[src/rtl/qlru_repl.sv]
module qlru_repl #(
  parameter int NUM_SETS  = 64,
  parameter int NUM_WAYS  = 8,
  parameter int HIT_MODE  = 1,
  parameter int INS_AGE   = 1,
  parameter int VICT_LAST = 0,
  parameter int NORM_EXCL = 0,
  localparam int SET_W = $clog2(NUM_SETS),
  localparam int WAY_W = $clog2(NUM_WAYS)
) (
  input  logic             clk,
  input  logic             rst_n,
  input  logic             req_valid,
  input  logic [SET_W-1:0] req_set,
  input  logic             req_hit,
  input  logic [WAY_W-1:0] req_way,
  output logic             ready,
  output logic [WAY_W-1:0] victim_way
);

  typedef logic [NUM_WAYS-1:0][1:0] ages_t;

  ages_t               age_q   [NUM_SETS];
  logic [NUM_WAYS-1:0] valid_q [NUM_SETS];

  ages_t               cur, nxt;
  logic [NUM_WAYS-1:0] vld;
  logic [WAY_W-1:0]    vict;
  logic                found, excl;
  logic [1:0]          mx;

  wire take = req_valid && ready;

  function automatic logic [1:0] hit_age(input logic [1:0] a);
    if (HIT_MODE != 0) return (a >= 2'd2) ? 2'd1 : 2'd0;
    return 2'd0;
  endfunction

  function automatic logic has_max(input ages_t a);
    logic r;
    r = 1'b0;
    for (int w = 0; w < NUM_WAYS; w++) if (a[w] == 2'd3) r = 1'b1;
    return r;
  endfunction

  assign cur = age_q[req_set];
  assign vld = valid_q[req_set];
  assign victim_way = vict;
  assign excl = (NORM_EXCL != 0) && !req_hit;

  always_comb begin
    found = 1'b0;
    vict  = '0;
    for (int w = 0; w < NUM_WAYS; w++)
      if (!found && !vld[w]) begin
        vict  = WAY_W'(w);
        found = 1'b1;
      end
    if (!found)
      for (int w = 0; w < NUM_WAYS; w++)
        if (cur[w] == 2'd3) begin
          if (VICT_LAST != 0 || !found) vict = WAY_W'(w);
          found = 1'b1;
        end
  end

  always_comb begin
    nxt = cur;
    for (int w = 0; w < NUM_WAYS; w++) begin
      if (req_hit && req_way == WAY_W'(w)) nxt[w] = hit_age(cur[w]);
      else if (!req_hit && vict == WAY_W'(w)) nxt[w] = 2'(INS_AGE);
    end
    mx = 2'd0;
    for (int w = 0; w < NUM_WAYS; w++)
      if (!(excl && vict == WAY_W'(w)) && nxt[w] > mx) mx = nxt[w];
    for (int w = 0; w < NUM_WAYS; w++)
      if (!(excl && vict == WAY_W'(w))) nxt[w] = nxt[w] + (2'd3 - mx);
  end

  always_ff @(posedge clk or negedge rst_n) begin
    if (!rst_n) begin
      ready <= 1'b0;
      for (int s = 0; s < NUM_SETS; s++) begin
        age_q[s]   <= '1;
        valid_q[s] <= '0;
      end
    end else begin
      ready <= 1'b1;
      if (take) begin
        age_q[req_set] <= nxt;
        if (!req_hit) valid_q[req_set] <= vld | (NUM_WAYS'(1) << vict);
      end
    end
  end

  a_r2_unfilled_first: assert property (@(posedge clk) disable iff (!rst_n)
    !(&vld) |-> !vld[victim_way]);

  a_r5_fill_marked: assert property (@(posedge clk) disable iff (!rst_n)
    (take && !req_hit) |=> valid_q[$past(req_set)][$past(victim_way)]);

  a_r8_max_age_kept: assert property (@(posedge clk) disable iff (!rst_n)
    take |=> has_max(age_q[$past(req_set)]));

  a_r10_idle_stable: assert property (@(posedge clk) disable iff (!rst_n)
    !take |=> (age_q[$past(req_set)] == $past(age_q[req_set]) &&
               valid_q[$past(req_set)] == $past(valid_q[req_set])));

  a_r11_ready_holds: assert property (@(posedge clk) disable iff (!rst_n)
    ready |=> ready);

endmodule

[config.mk]
export PLATFORM = sky130hd
export DESIGN_NAME = qlru_repl
export DESIGN_NICKNAME = d
export VERILOG_FILES = /design/src/rtl/qlru_repl.sv
export SDC_FILE = /design/constraint.sdc
export NUM_CORES = 2
export LEC_CHECK = 0
export BUFFER_PORTS_ARGS = -buffer_cell sky130_fd_sc_hd__buf_2
export CORE_MARGIN = 4
export CORE_UTILIZATION = 35
export CTS_CLUSTER_DIAMETER = 60
export DETAILED_ROUTE_END_ITERATION = 10
export HOLD_SLACK_MARGIN = 0.06
export PLACE_DENSITY_LB_ADDON = 0.12
export SKIP_LAST_GASP = 1
export SYNTH_ARGS = -nofsm -noshare
export SYNTH_HDL_FRONTEND = slang
export SYNTH_SLANG_ARGS = --single-unit
[constraint.sdc]
create_clock -name clk -period 21.6 [get_ports clk]
set_clock_uncertainty 0.1 [all_clocks]
set_input_delay 3.24 -clock clk [delete_from_list [all_inputs] [get_ports clk]]
set_output_delay 3.24 -clock clk [all_outputs]
set_load 0.005 [all_outputs]
==> results.md <==
* Status: finished clean
* Worst flop-to-flop path endpoint: age_q[772]$_DFFE_PN1P_
* Htree depth at 4
* Number of global-route vias before repair at 59,500
* Worst slew pin tran at 1430 ps
* Die ar. at 228,900 um^2
* Mean post-synth cell area at 9.974 um^2
* Hold Crit Depth at 1
* Overall die width at 478.4 um
* Worst vdd ir at 532.0 uV
* Clock slew at reported path FFs at 60 ps
* P&R area growth vs syn at 11.12%
* Critical Path Max Stage Delay at 880 ps
* # DRC at 0
* Largest net degree at the start of global routing at 187
* EDFF count, synth at 0
* WL/cell at 30.28 um
* Worst Setup Start Kind: primary input
* GRT Util Overall at 27.12%
* WS Path Type: primary input to register
* Port Buffers at 16
* Count of final setup violators at 0
* Postcts setup bufs at 0
* FF-to-FF path depth at 58
* Post-route core utilization at 39.13%
* Req. time, crit path at 22,270 ps
* Ports at 17
* RSZ-0062 raised after global routing: no
* CTS Root Cell: clkbuf_16
* Die Span Y at 478.4 um
* First-pass GRT wire length at 455.8 mm
* Synth cell types at 97
* Async set-reset flop share out of synthesis at 100.0%
* Final Worst Setup Slack at 2710 ps
* Commonest non-fill, non-tap cell in the layout: nand2_1
* Net Count, Synth at 7,800
* Crit path time final at 18,890 ps
* # hold bufs at CTS at 0
* CP max-delay cell: buf_4
* YS warnings at 0
* Final Hold Viols at 0
* # clock sinks at 1,537
* Drt pass-1 iters at 7
* Gpl congestion at 0.9454
* Non-filler cells, final at 10,500
* HP Class: register to register
* Area contributors post-synth: dfstp_2, dfrtp_1, o31ai_1, nand2_1, nor2_1
* Multi-input logic area at 33,970 um^2
* Min-delay src: valid_q[448]$_DFFE_PN0P_
* CORE AREA at 219,900 um^2
* Yosys top cell by area: dfstp_2
* First DRT Iteration DRCs at 6,563
* Sequential fraction of the synthesis area at 51.31%
* Bufs on Longest Clock Path at 3
* Routed WL at 317.8 mm
* Critical R2R Launch: age_q[961]$_DFFE_PN1P_
* Vias per std cell at 5.920
* DP Wirelength at 190.6 mm
* CTS tree: built
* Share of the synthesized area in the top cell type at 34.74%
* Grt total ovfl at 0
* Pleak at 0.03483 uW
* Cts bufs inserted at 182
* Netlist Area Pre-Place at 77,450 um^2
* Arrival time worst endpoint at 19,560 ps
* Post-DRT Antenna Nets at 0
* Total power at 12,390 uW
* FF/Latch Area at 39,740 um^2
* TNS Setup at 0 ps
* Yosys reg bits at 1,537
* Worst-path fanout max at 118
* Fill cell count at 21,680
* DR vias at 62,150
* Fmax at 52.94 MHz
* P per Cell Area at 143.9 nW/um^2
* R2r setup slk at 6430 ps
* Most frequent cells in the layout: nand2_1, dfstp_2, nor2_1
* Final period utilization at 87.45%
* Max_cap viols at 0
* Hold Crit Endpoint: valid_q[448]$_DFFE_PN0P_
* Worst slew margin at 4.301%
* Post-Synthesis Cells at 7,765
* Row count at 172
* Worst-Skew Late Latency at 850 ps
* Antenna violations before repair at 10
* Most common flop cell mapped by yosys: dfstp_2
* Setup crit end kind: register
* Placed cell count at 10,150
* Initial Util at 35.21%
* Nets at 7,415
* Worst slack at placement at 2266 ps
* Share of post-route cells with drive strength above 1 at 27.63%
* Slew Limit Fails at 0
* Post-CTS resize count at 0
layout make-up:
cell class                      instances  share of cell area [%]
Multi-Input combinational cell       5345                   39.47
Clock buffer                          272                   6.250
Timing Repair Buffer                  282                   2.727
Clock inverter                         60                  0.8970
Antenna cell                           11                 0.03198
Sequential cell                      1537                   46.18
Inverter                               32                  0.1497
Tap cell                             2958                   4.300
state kept, by name, indices dropped and copies added, names as in the netlist:
name	count
ready	1
valid_q	512
age_q	1024
how the worst max path moves through the flow:
stage	start	endpoint	slack, ps	cells after the start
detailed placement	req_set[0]	age_q[772]$_DFFE_PN1P_	2270	62
CTS	req_set[0]	age_q[504]$_DFFE_PN1P_	3150	62
global route	req_set[0]	age_q[836]$_DFFE_PN1P_	1640	62
floorplan	req_set[2]	age_q[1012]$_DFFE_PN1P_	7360	66
global placement	req_set[0]	age_q[824]$_DFFE_PN1P_	2500	62
finish	req_set[0]	age_q[772]$_DFFE_PN1P_	2710	61
per-stage QoR:
stage / hold slack [ps] / area [um^2]
floorplan: 333.7 / 77450
global placement: 347.9 / 79890
detailed placement: 347.6 / 79890
CTS: 363.7 / 86040
global route: 378.0 / 86050
finish: 361.8 / 86070
per-layer routing:
layer | part of all wire [%] | track usage (%)
met5 | 0 | 0
met4 | 4.4 | 10.60
met3 | 6.8 | 5.162
met1 | 44 | 38.01
met2 | 44 | 41.38
worst max-delay path: cells and delay by family:
family,cells,cell delay (ps)
AOI/OAI and AO/OA,25,7350
adders and majority gates,7,1860
buffers and inverters,11,3170
muxes,1,370
and+or+nand+nor,17,3250
cells by family (layout without fill, tap and decap cells):
group                    after synthesis  count (layout)  synth area share, %
buffers and inverters                883             646                5.199
AO/OA/AOI/OAI                       2061            2061                17.81
flip-flops                          1537            1537                51.31
adder cells (fa/ha/maj)               22              22               0.3554
multiplexers                         584             584                9.491
AND/OR/NAND/NOR                     2669            2669                15.74
XOR/XNOR                               8               8              0.09046
other                                  1              12             0.004842
report_power, final:
group          switching [uW]  total [uW]  internal [uW]
Clock                    1310        3200           1890
Sequential                313        4180           3870
Combinational            4050        5010            955
Total                    5680       12400           6710
Yosys cell counts (7+ instances only):
cell type	count
a22oi_1	100
o22ai_1	97
nand2b_1	18
inv_1	28
a221o_1	35
dfstp_2	1024
dfrtp_1	513
nand2_1	1049
nor3b_1	10
or2_2	72
ha_1	22
buf_6	51
o211ai_1	10
a221oi_1	106
a32oi_1	7
o21a_1	9
o221ai_1	13
buf_2	179
mux2_2	227
a211oi_1	14
a211o_1	9
mux2i_1	254
nand4_1	9
o21ai_0	321
a31oi_1	22
a22o_1	33
o22a_1	32
a21oi_1	516
buf_1	48
and3_1	12
nor2b_1	11
buf_4	27
or4_1	257
o2bb2ai_1	16
nand3_1	291
and2_1	15
o31ai_1	646
and4_1	16
nor3_1	21
nor2_1	828
clkbuf_1	545
mux4_2	97
nand3b_1	13
(Power assumes the default switching activity.)
